===== config.mk =====
export PLATFORM = sky130hd
export DESIGN_NAME = irq_rank_resolver
export DESIGN_NICKNAME = d
export VERILOG_FILES = /design/src/rtl/irq_rank_pkg.sv /design/src/rtl/irq_rank_search.sv /design/src/rtl/irq_cmp_filter.sv /design/src/rtl/irq_rank_resolver.sv
export SDC_FILE = /design/constraint.sdc
export NUM_CORES = 1
export LEC_CHECK = 0
export ABC_AREA = 0
export BUFFER_PORTS_ARGS = -buffer_cell sky130_fd_sc_hd__buf_2
export CELL_PAD_IN_SITES_DETAIL_PLACEMENT = 2
export CELL_PAD_IN_SITES_GLOBAL_PLACEMENT = 2
export CORE_ASPECT_RATIO = 0.8
export CORE_MARGIN = 1.5
export CORE_UTILIZATION = 41
export CTS_CLUSTER_DIAMETER = 120
export DETAILED_ROUTE_END_ITERATION = 8
export PLACE_DENSITY_LB_ADDON = 0.2
export SLEW_MARGIN = 15
export SYNTH_ARGS = -nofsm -noshare
export SYNTH_HDL_FRONTEND = slang
export SYNTH_HIERARCHICAL = 1
export SYNTH_SLANG_ARGS = --single-unit

===== constraint.sdc =====
create_clock -name clk -period 7.75 [get_ports clk]
set_input_delay 0.3875 -clock clk [delete_from_list [all_inputs] [get_ports clk]]
set_output_delay 0.3875 -clock clk [all_outputs]
set_load 0.05 [all_outputs]

===== src/rtl/irq_rank_pkg.sv =====
package irq_rank_pkg;
    localparam int unsigned LINES = 8;
    localparam int unsigned IDX_W = $clog2(LINES);

    typedef enum logic [2:0] {
        CMD_NONE     = 3'd0,
        CMD_EOI      = 3'd1,
        CMD_EOI_ROT  = 3'd2,
        CMD_CLR_LINE = 3'd3,
        CMD_SET_BASE = 3'd4,
        CMD_CLR_ROT  = 3'd5,
        CMD_RSV6     = 3'd6,
        CMD_RSV7     = 3'd7
    } rank_cmd_e;

    typedef struct packed {
        logic [LINES-1:0] isr;
        logic [IDX_W-1:0] base;
    } rank_state_t;
endpackage


===== src/rtl/irq_rank_search.sv =====
// Finds the lowest rank (relative to base) of any set bit; returns N if empty.
module irq_rank_search #(
    parameter int unsigned N  = 8,
    parameter int unsigned IW = $clog2(N)
) (
    input  logic [N-1:0]  set_i,
    input  logic [IW-1:0] base_i,
    output logic [IW:0]   rank_o
);
    logic [IW-1:0] line;

    always_comb begin
        rank_o = (IW+1)'(N);
        line   = '0;
        for (int p = N - 1; p >= 0; p--) begin
            line = base_i + IW'(p);
            if (set_i[line]) begin
                rank_o = (IW+1)'(p);
            end
        end
    end
endmodule


===== src/rtl/irq_cmp_filter.sv =====
// Builds the in-service comparison set after the mask and cascade exclusions.
module irq_cmp_filter #(
    parameter int unsigned N         = 8,
    parameter int unsigned CASC_LINE = 2
) (
    input  logic [N-1:0] isr_i,
    input  logic [N-1:0] mask_i,
    input  logic         smask_en_i,
    input  logic         fnest_en_i,
    input  logic         is_master_i,
    output logic [N-1:0] cmp_o
);
    logic [N-1:0] after_mask;

    assign after_mask = smask_en_i ? (isr_i & ~mask_i) : isr_i;

    generate
        for (genvar g = 0; g < N; g++) begin : g_bit
            if (g == CASC_LINE) begin : g_casc
                assign cmp_o[g] = after_mask[g] & ~(fnest_en_i & is_master_i);
            end else begin : g_plain
                assign cmp_o[g] = after_mask[g];
            end
        end
    endgenerate
endmodule


===== src/rtl/irq_rank_resolver.sv =====
module irq_rank_resolver
    import irq_rank_pkg::*;
#(
    parameter int unsigned CASC_LINE = 2
) (
    input  logic             clk,
    input  logic             rst_n,
    input  logic [LINES-1:0] pend_i,
    input  logic [LINES-1:0] mask_i,
    input  logic             smask_en_i,
    input  logic             fnest_en_i,
    input  logic             is_master_i,
    input  logic             auto_eoi_i,
    input  logic             rot_aeoi_i,
    input  logic             ack_i,
    input  logic [2:0]       cmd_i,
    input  logic [IDX_W-1:0] cmd_line_i,
    output logic             irq_o,
    output logic [IDX_W-1:0] irq_line_o,
    output logic [LINES-1:0] isr_o,
    output logic [IDX_W-1:0] base_o
);
    rank_state_t state_d, state_q;

    logic [LINES-1:0] cand_set, cmp_set;
    logic [IDX_W:0]   cand_rank, cur_rank, eoi_rank;
    logic [IDX_W-1:0] win_line, eoi_line;
    logic             req;
    rank_cmd_e        cmd;

    assign cmd      = rank_cmd_e'(cmd_i);
    assign cand_set = pend_i & ~mask_i;

    irq_cmp_filter #(.N(LINES), .CASC_LINE(CASC_LINE)) i_filter (
        .isr_i       (state_q.isr),
        .mask_i      (mask_i),
        .smask_en_i  (smask_en_i),
        .fnest_en_i  (fnest_en_i),
        .is_master_i (is_master_i),
        .cmp_o       (cmp_set)
    );

    irq_rank_search #(.N(LINES), .IW(IDX_W)) i_cand_search (
        .set_i  (cand_set),
        .base_i (state_q.base),
        .rank_o (cand_rank)
    );

    irq_rank_search #(.N(LINES), .IW(IDX_W)) i_cur_search (
        .set_i  (cmp_set),
        .base_i (state_q.base),
        .rank_o (cur_rank)
    );

    irq_rank_search #(.N(LINES), .IW(IDX_W)) i_eoi_search (
        .set_i  (state_q.isr),
        .base_i (state_q.base),
        .rank_o (eoi_rank)
    );

    assign req      = cand_rank < cur_rank;
    assign win_line = state_q.base + cand_rank[IDX_W-1:0];
    assign eoi_line = state_q.base + eoi_rank[IDX_W-1:0];

    always_comb begin
        state_d = state_q;
        if (ack_i) begin
            if (req) begin
                if (!auto_eoi_i) begin
                    state_d.isr[win_line] = 1'b1;
                end else if (rot_aeoi_i) begin
                    state_d.base = win_line + IDX_W'(1);
                end
            end
        end else begin
            unique case (cmd)
                CMD_EOI, CMD_EOI_ROT: begin
                    if (!eoi_rank[IDX_W]) begin
                        state_d.isr[eoi_line] = 1'b0;
                        if (cmd == CMD_EOI_ROT) begin
                            state_d.base = eoi_line + IDX_W'(1);
                        end
                    end
                end
                CMD_CLR_LINE: state_d.isr[cmd_line_i] = 1'b0;
                CMD_SET_BASE: state_d.base = cmd_line_i + IDX_W'(1);
                CMD_CLR_ROT: begin
                    state_d.isr[cmd_line_i] = 1'b0;
                    state_d.base            = cmd_line_i + IDX_W'(1);
                end
                default: ;
            endcase
        end
    end

    always_ff @(posedge clk or negedge rst_n) begin
        if (!rst_n) begin
            state_q <= '0;
        end else begin
            state_q <= state_d;
        end
    end

    assign irq_o      = req;
    assign irq_line_o = win_line;
    assign isr_o      = state_q.isr;
    assign base_o     = state_q.base;
endmodule


==> flow_metrics.env, run 1 <==
export IMPL_timing_setup_critical_path_class="flop to output pin"
export IMPL_fin_crit_share_pct=67.7
export IMPL_first_global_vias=2866
export IMPL_syn_mean_instance_area_um2=10.3
export IMPL_share_of_cell_area_taken_by_muxes_after_synthesis_pct=45.9
export IMPL_synth_edff_count=0
export IMPL_status="complete, no violations"
export IMPL_synth_top_cell_area_share_pct=14.9
export IMPL_final_layout_size_suffix_gt1_share_pct=33.0
export IMPL_crit_path_max_fanout=25
export IMPL_clock_skew_ns=0.00700
export IMPL_synth_async_sr_flop_share_pct=100
export IMPL_endpoint="irq_o"
export IMPL_crit_path_end_kind="output pin"
export IMPL_std_cell_rows=28
export IMPL_main_combinational_cell_family_by_area_after_synthesis="multiplexers"
export IMPL_min_path_type="input port to asynchronous set/reset pin"
export IMPL_post_synth_top_area_cell="mux4_1"
export IMPL_achievable_frequency_mhz=191
export IMPL_dpl_cell_count=446
export IMPL_floorplan_initialDensity_pct=42.6
export IMPL_globalRouteOverflowTotal=0
export IMPL_via_count=2762
export IMPL_portBuffers=44
export IMPL_r2r_setup_slack_ns=2.63
export IMPL_clk_pin_slew_worst_paths_ns=0.06
export IMPL_grt_setup_unrepaired="no"
export IMPL_crit_cells=13
export IMPL_filler_cell_count=825
export IMPL_area_growth_synth_to_final_pct=8.34
export IMPL_grt_usage_pct=24.3
export IMPL_tightest_slew_ns=0.783
export IMPL_number_of_buffers_created_by_cts=3
export IMPL_setup_violations_final=0
export IMPL_clkLatencyLatePin_ns=0.24
export IMPL_final_util_pct=46.2
export IMPL_totalWireLength_mm=9.79
export IMPL_antenna_found_initial=0
export IMPL_die_y_um=81.8
export IMPL_drcViolationCount=0
export IMPL_timing_critical_path_from="base_o[0]$_DFFE_PN0P_"
export IMPL_tritoncts_num_sinks=11
export IMPL_critPathRequiredTime_ns=7.36
export IMPL_finalNetCount=390
export IMPL_global_route_wire_length_before_repair_mm=15.6
export IMPL_tritoncts="built"
export IMPL_netlist_top_cells_area="mux4_1 15%, mux2_2 15%, mux2i_1 9.8%"
export IMPL_synthFlopType="dfrtp_1"
export IMPL_number_of_placed_i_o_pins=45
export IMPL_number_of_warnings_reported_in_the_yosys_synthesis_log=6
export IMPL_place_detailed_hpwl_mm=7.70
export IMPL_synth_compound_area_share_pct=14.5
export IMPL_detail_route_iter0_violations=85
export IMPL_cp_top_family="multiplexers"
export IMPL_synth_cell_area_mm2=0.00318
export IMPL_adder_cell_area_share_of_the_yosys_netlist_pct=5.98
export IMPL_critical_path_max_stage_delay_ns=0.77
export IMPL_setup_tns_final_ns=0
export IMPL_die_area_mm2=0.00829
export IMPL_final_number_of_max_transition_violations=0
export IMPL_antenna_cells_inserted=0
export IMPL_worst_slew_margin_rel_pct=47.5
export IMPL_critical_path_buf_inv_count=4
export IMPL_final_cell_count_no_fill=450
export IMPL_hold_viol=0
export IMPL_synthCells=308
export IMPL_grt_start_max_net_pins=26
export IMPL_clockRootBuffer="clkbuf_8"
export IMPL_drt_pass1_iterations=4
export IMPL_critPathLaunchType="flop"
export IMPL_cts_buffer_depth=2
export IMPL_number_of_nets_produced_by_synthesis=352
export IMPL_cts_repair_timing_setup_buffer_count=0
export IMPL_ctsHtreeMaxLevel=1
export IMPL_cts_resized=0
export IMPL_die_boundary_width_um=101
export IMPL_r2r_start="base_o[0]$_DFFE_PN0P_"
export IMPL_detail_route_antenna_nets=0
export IMPL_number_of_hold_buffers_added_after_cts=0
export IMPL_simple_gate_fraction_of_synth_area_pct=14.0
export IMPL_maxCapViolations=0
export IMPL_fin_crit_ns=5.25
export IMPL_globalplace_congestion=0.784
export IMPL_crit_chain="buf_4, inv_1, ha_1, mux2_2, mux4_1, nor3_1, a21oi_1, o22ai_1, inv_1, ha_1, nor3b_1, o21a_1, buf_2"
export IMPL_synth_ff_latch_count=11
export IMPL_worstPathArrival_ns=4.86
export IMPL_fin_worst_hold_slack_ns=0.0111
export IMPL_worstReg2RegEnd="base_o[2]$_DFFE_PN0P_"
export IMPL_core_area_mm2=0.00746
export IMPL_drt_vias_per_instance=6.14
export IMPL_slowest_stage="dfrtp_2"
export IMPL_yosysSeqAreaShare_pct=8.66
export IMPL_wl_per_cell_um=21.8
export IMPL_number_of_cells_on_the_worst_reg_to_reg_path=14
export IMPL_yosysUniqueCellTypes=58
export IMPL_synthXorXnorAreaFrac_pct=4.37
## state kept, by name (all words and copies together), names as in the netlist
register and count:
base_o 3, isr_o 8
## final cells by class
class	instances	area [um^2]	share of cell area, %
multi-input cells	269	2700	78.3
inverters	14	52.6	1.53
clock buffers	4	45.0	1.31
repair buffers	47	243	7.05
well taps	105	131	3.81
flip-flops and latches	11	277	8.03
## cell families (layout without fill, tap and decap cells)
logic type,Yosys count,count (layout)
mux,102,102
flops,11,11
fa+ha+maj,14,14
compound gates,63,63
xor+xnor,12,12
buf+inv,28,65
simple gates,78,78
## through the flow
stage / cell area, um^2 / worst slack, ns
after floorplan: 3180 / 2.98
after global placement: 3400 / 2.85
final: 3440 / 2.50
after CTS: 3440 / 2.54
after global routing: 3440 / 2.29
after detailed placement: 3400 / 2.68
## placed cells by master, fill, tap and decap left out, types with 3 or more instances in the layout
cell	n
buf_2	44
mux2_2	41
mux2i_1	31
mux4_1	18
nand2_1	16
inv_1	14
nor2b_1	14
ha_1	12
nor2_1	10
dfrtp_1	10
nor3_1	9
o22ai_1	8
a21oi_1	7
a21boi_0	7
o21ai_0	6
mux4_2	6
a211oi_1	5
xor2_1	5
xnor2_1	5
a2bb2oi_1	5
a31oi_1	4
o211ai_1	3
clkbuf_8	3
and2_1	3
mux2_1	3
mux2_4	3
nor2_4	3
nor2_2	3
and3_1	3
a32o_1	3
a22oi_1	3
buf_4	3
## cells in the mapped netlist, drive strengths merged (5+ instances only)
cell type	number
a2bb2oi	5
buf	14
a21oi	7
nor2	16
mux2i	31
nor2b	14
nor3	9
a21boi	7
mux2	47
o22ai	8
nand2	16
inv	14
xnor2	5
mux4	24
a211oi	5
ha	12
dfrtp	11
xor2	5
o21ai	6
## per-layer routing
metal / global-route usage, % / part of all wire, % / vias to the layer above
met5: 0 / 0 / -
met4: 2.92 / 0.55 / 0
met1: 34.0 / 49 / 1409
met3: 1.79 / 1.9 / 6
li1: - / - / 1307
met2: 42.3 / 48 / 40
## worst min path at each step
stage	start	end	slack, ns	cells past startpoint
2_1_floorplan	rst_n	base_o[0]$_DFFE_PN0P_	0.09	0
3_3_place_gp	rst_n	base_o[1]$_DFFE_PN0P_	0.27	1
3_5_place_dp	rst_n	base_o[1]$_DFFE_PN0P_	0.28	1
4_1_cts	rst_n	base_o[1]$_DFFE_PN0P_	0.02	1
5_1_grt	rst_n	base_o[1]$_DFFE_PN0P_	0.02	1
6_report	rst_n	base_o[1]$_DFFE_PN0P_	0.01	1
Power of run 1 is not shown: default switching activity piles up to over one toggle a cycle in this logic, so the estimate is an artifact.
==> run 2: changes to the inputs <==
--- a/config.mk
+++ b/config.mk
@@ -11,7 +11,7 @@
 export CELL_PAD_IN_SITES_GLOBAL_PLACEMENT = 2
 export CORE_ASPECT_RATIO = 0.8
 export CORE_MARGIN = 1.5
-export CORE_UTILIZATION = 41
+export CORE_UTILIZATION = 35
 export CTS_CLUSTER_DIAMETER = 120
 export DETAILED_ROUTE_END_ITERATION = 8
 export PLACE_DENSITY_LB_ADDON = 0.2
==> constraint.sdc (replaced) <==
create_clock -name clk -period 4.4 [get_ports clk]
set_input_delay 0.22 -clock clk [delete_from_list [all_inputs] [get_ports clk]]
set_output_delay 0.22 -clock clk [all_outputs]
set_load 0.05 [all_outputs]
==> run 2 against run 1 <==
  * Count of clock-buffer cells in the layout did not move
  * Worst hold slack improved by 0.38 ns
  * Final cell count grew 5.8%
  * Critical endpoint is now base_o[2]$_DFFE_PN0P_
==> flow_metrics.env, run 2 (synthesis results as in run 1) <==
export IMPL_clock_skew_ns=0.00376
export IMPL_crit_path_end_kind="flop"
export IMPL_global_route_wire_length_before_repair_mm=16.4
export IMPL_clockRootBuffer="clkbuf_16"
export IMPL_timing_critical_path_from="base_o[1]$_DFFE_PN0P_"
export IMPL_std_cell_rows=30
export IMPL_drt_pass1_iterations=4
export IMPL_place_detailed_hpwl_mm=8.19
export IMPL_highest_count_cells_in_the_layout_ignoring_fill_and_taps="44 x buf_2, 41 x mux2_2, 31 x mux2i_1"
export IMPL_globalplace_congestion=0.780
export IMPL_ctsHtreeMaxLevel=1
export IMPL_detail_route_iter0_violations=99
export IMPL_achievable_frequency_mhz=240
export IMPL_via_count=2829
export IMPL_worst_slew_margin_rel_pct=42.5
export IMPL_number_of_placed_i_o_pins=45
export IMPL_tritoncts="built"
export IMPL_critPathLaunchType="flop"
export IMPL_drt_vias_per_instance=5.94
export IMPL_number_of_buffers_created_by_cts=3
export IMPL_setup_violations_final=0
export IMPL_maxCapViolations=0
export IMPL_min_path_type="input port to asynchronous set/reset pin"
export IMPL_clk_pin_slew_worst_paths_ns=0.04
export IMPL_tightest_slew_ns=0.854
export IMPL_finalNetCount=409
export IMPL_tritoncts_num_sinks=11
export IMPL_final_util_pct=42.3
export IMPL_wl_per_cell_um=21.7
export IMPL_portBuffers=44
export IMPL_number_of_cells_on_the_worst_reg_to_reg_path=14
export IMPL_fin_crit_share_pct=94.8
export IMPL_cts_buffer_depth=2
export IMPL_critPathRequiredTime_ns=4.55
export IMPL_timing_setup_critical_path_class="flop to flop"
export IMPL_final_number_of_max_transition_violations=0
export IMPL_die_boundary_width_um=110
export IMPL_clkLatencyLatePin_ns=0.24
export IMPL_grt_usage_pct=22.0
export IMPL_antenna_cells_inserted=0
export IMPL_core_area_mm2=0.00863
export IMPL_die_y_um=88.2
export IMPL_worstPathArrival_ns=4.32
export IMPL_max_reg_flops=8
export IMPL_area_growth_synth_to_final_pct=14.8
export IMPL_drcViolationCount=0
export IMPL_r2r_setup_slack_ns=0.23
export IMPL_first_global_vias=3053
export IMPL_final_common_cell="buf_2"
export IMPL_status="complete, no violations"
export IMPL_crit_path_max_fanout=8
export IMPL_globalRouteOverflowTotal=0
export IMPL_final_layout_size_suffix_gt1_share_pct=37.6
export IMPL_fin_crit_ns=4.17
export IMPL_detail_route_antenna_nets=0
export IMPL_totalWireLength_mm=10.3
export IMPL_die_area_mm2=0.00967
export IMPL_floorplan_initialDensity_pct=36.8
export IMPL_hold_viol=0
export IMPL_antenna_found_initial=0
export IMPL_grt_start_max_net_pins=19
export IMPL_setup_tns_final_ns=0
export IMPL_r2r_start="base_o[1]$_DFFE_PN0P_"
## run 2: routing by layer
layer,vias to the layer above,track usage [%],wire length (um),part of all wire (%)
met5,-,0,0,0
met4,0,2.13,26,0.25
met3,4,1.84,218,2.1
met2,41,37.2,4860,47
met1,1436,31.8,5220,51
li1,1348,-,-,-
## run 2: critical path, stage by stage, from the launching register on
cell and delay [ns]:
dfrtp_2 0.45, inv_1 0.11, ha_2 0.40, buf_4 0.20, mux2_2 0.35, mux4_2 0.51, a22oi_1 0.18, a31oi_1 0.13
ha_1 0.21, fa_1 0.50, mux2i_1 0.15, o21ai_0 0.10, ha_1 0.20, or3_1 0.37, a31oi_1 0.21
## run 2: worst paths after layout
path | to
max reg2reg | base_o[2]$_DFFE_PN0P_
max in group asynchronous | base_o[0]$_DFFE_PN0P_
min reg2reg | isr_o[7]$_DFFE_PN0P_
min in group clk | isr_o[6]$_DFFE_PN0P_
min | isr_o[2]$_DFFE_PN0P_
max | base_o[2]$_DFFE_PN0P_
## run 2: repair_timing
action                                  CTS  global route
endpoints found under the setup margin    0             8
hold endpoints to repair                 11             0
resized for setup                         0             3
buffers inserted                          0             7
hold buffers                              1             0
## run 2: area by class of cell
type                            count  area (um^2)
Tap cell                          112          140
Timing Repair Buffer               66          388
Sequential cell                    11          278
Inverter                           14         52.6
Fill cell                         939         4980
Clock buffer                        4         78.8
Multi-Input combinational cell    269         2710
## run 2: through the flow
step / worst slack (ns) / hold WS [ns] / cell area (um^2) / cells
6_report: 0.228 / 0.389 / 3650 / 476
3_5_place_dp: 0.208 / 0.109 / 3490 / 464
4_1_cts: 0.102 / 0.386 / 3580 / 469
2_1_floorplan: 0.0541 / -0.0756 / 3180 / 308
5_1_grt: -0.00805 / 0.426 / 3650 / 476
3_3_place_gp: 0.334 / 0.107 / 3490 / 464
Power of run 2 is left out for the same reason.
==> run 3: changes to the inputs <==
--- a/config.mk
+++ b/config.mk
@@ -11,7 +11,7 @@
 export CELL_PAD_IN_SITES_GLOBAL_PLACEMENT = 2
 export CORE_ASPECT_RATIO = 0.8
 export CORE_MARGIN = 1.5
-export CORE_UTILIZATION = 35
+export CORE_UTILIZATION = 38
 export CTS_CLUSTER_DIAMETER = 120
 export DETAILED_ROUTE_END_ITERATION = 8
 export PLACE_DENSITY_LB_ADDON = 0.2
==> constraint.sdc (replaced) <==
create_clock -name clk -period 4.5 [get_ports clk]
set_input_delay 0.225 -clock clk [delete_from_list [all_inputs] [get_ports clk]]
set_output_delay 0.225 -clock clk [all_outputs]
set_load 0.05 [all_outputs]
==> run 3 against run 2 <==
  * Utilization is 2.3 points higher
  * Critical path depth decreased by 2
  * First-iteration DRC count increased by 46%
  * Clock skew fell by 0.0016 ns
  * Final cell count is 1.7% lower
  * Count of clock-buffer cells in the layout is the same
  * Die area fell by 7.7%
  * Largest cell class unchanged
==> flow_metrics.env, run 3 (synthesis results as in run 1) <==
export IMPL_max_reg_flops=8
export IMPL_die_y_um=84.8
export IMPL_dr_wl_met3_um=227
export IMPL_die_area_mm2=0.00893
export IMPL_setup_tns_final_ns=0
export IMPL_critical_path_max_stage_delay_ns=0.61
export IMPL_antenna_found_initial=0
export IMPL_grt_start_max_net_pins=25
export IMPL_drt_vias_per_instance=6.08
export IMPL_antenna_cells_inserted=0
export IMPL_filler_cell_count=882
export IMPL_area_growth_synth_to_final_pct=12.5
export IMPL_final_layout_size_suffix_gt1_share_pct=36.4
export IMPL_dr_wl_met2_mm=4.99
export IMPL_worstPathArrival_ns=4.12
export IMPL_crit_chain="inv_1, ha_1, mux2_2, mux4_1, nor3_1, a21oi_1, o22ai_1, inv_1, ha_1, nor3b_1, o21a_1, buf_2"
export IMPL_die_boundary_width_um=105
export IMPL_ctsHtreeMaxLevel=1
export IMPL_cts_buffer_depth=2
export IMPL_globalRouteOverflowTotal=0
export IMPL_final_common_cell="buf_2"
export IMPL_achievable_frequency_mhz=230
export IMPL_place_detailed_hpwl_mm=8.39
export IMPL_tritoncts="built"
export IMPL_final_number_of_max_transition_violations=0
export IMPL_clkLatencyLatePin_ns=0.25
export IMPL_slowest_stage="mux4_1"
export IMPL_clk_pin_slew_worst_paths_ns=0.05
export IMPL_hold_viol=0
export IMPL_number_of_placed_i_o_pins=45
export IMPL_via_count=2847
export IMPL_globalplace_congestion=0.809
export IMPL_number_of_buffers_created_by_cts=3
export IMPL_fin_crit_share_pct=96.6
export IMPL_critPathLaunchType="flop"
export IMPL_critPathRequiredTime_ns=4.28
export IMPL_finalNetCount=405
export IMPL_std_cell_rows=29
export IMPL_worst_slew_margin_rel_pct=40.5
export IMPL_fin_crit_ns=4.35
export IMPL_crit_path_max_fanout=11
export IMPL_routedLengthMet1_mm=5.35
export IMPL_totalWireLength_mm=10.6
export IMPL_multi_input_comb_area_mm2=0.00271
export IMPL_crit_path_end_kind="output pin"
export IMPL_maxCapViolations=0
export IMPL_final_seq_area_um2=278
export IMPL_min_path_type="input port to asynchronous set/reset pin"
export IMPL_clockRootBuffer="clkbuf_8"
export IMPL_portBuffers=44
export IMPL_detail_route_iter0_violations=145
export IMPL_setup_violations_final=0
export IMPL_timing_setup_critical_path_class="flop to output pin"
export IMPL_first_global_vias=2920
export IMPL_highest_count_cells_in_the_layout_ignoring_fill_and_taps="44 x buf_2, 41 x mux2_2, 31 x mux2i_1"
export IMPL_routed_top_layer="met4"
export IMPL_core_area_mm2=0.00802
export IMPL_drcViolationCount=0
export IMPL_floorplan_initialDensity_pct=39.6
export IMPL_tightest_slew_ns=0.888
export IMPL_drt_pass1_iterations=5
export IMPL_detail_route_antenna_nets=0
export IMPL_global_route_wire_length_before_repair_mm=16.8
export IMPL_grt_usage_pct=23.8
export IMPL_status="complete, no violations"
export IMPL_wl_per_cell_um=22.6
export IMPL_tritoncts_num_sinks=11
export IMPL_r2r_setup_slack_ns=0.16
export IMPL_clock_skew_ns=0.00220
-- run 3: timing repair --
item / CTS / global route
hold buffers: 1 / 0
endpoints found under the hold margin: 11 / 0
setup endpoints to repair: 0 / 9
setup buffers: 0 / 7
gates resized for setup: 0 / 2
-- run 3: cell type report --
type | instances | share of cell area (%)
multi-input combinational | 269 | 75.7
timing repair buffer | 62 | 10.0
sequential | 11 | 7.77
tap | 108 | 3.78
inverter | 14 | 1.47
clock buffer | 4 | 1.26
-- run 3: critical path: cells and delay by family (launching register included) --
family                   cells  cell delay [ns]
multiplexers                 2             1.02
adder cells (fa/ha/maj)      2             0.72
AND/OR/NAND/NOR              2             0.69
flip-flops                   1             0.50
buffers and inverters        3             0.48
AO/OA/AOI/OAI                3             0.45
-- run 3: metrics by stage --
step	hold WS, ns	util (%)	cell area [um^2]	std cells	setup WS [ns]
CTS	0.387	43.8	3510	461	0.0698
detailed placement	0.115	43.1	3460	456	0.207
finish	0.388	44.6	3580	468	0.152
floorplan	-0.0706	-	3180	308	0.0623
global placement	0.112	43.1	3460	456	0.287
global route	0.405	44.6	3580	468	-0.0576
-- run 3: path summary, 6_finish.rpt --
path                                         endpoint                  start  cells past startpoint
worst max-delay path                            irq_o  base_o[1]$_DFFE_PN0P_                     12
worst min-delay path             isr_o[2]$_DFFE_PN0P_                  rst_n                      2
worst max register to register  base_o[1]$_DFFE_PN0P_  base_o[1]$_DFFE_PN0P_                     13
worst min register to register   isr_o[1]$_DFFE_PN0P_   isr_o[1]$_DFFE_PN0P_                      1
max in group asynchronous       base_o[1]$_DFFE_PN0P_                  rst_n                      2
min in group clk                 isr_o[5]$_DFFE_PN0P_          cmd_line_i[2]                      4
-- run 3: per-layer routing --
metal | vias to the layer above | GRT usage [%]
met5 | - | 0
met4 | 0 | 1.12
met3 | 2 | 2.07
met2 | 33 | 40.6
met1 | 1476 | 34.7
li1 | 1336 | -
Power of run 3 is left out for the same reason.
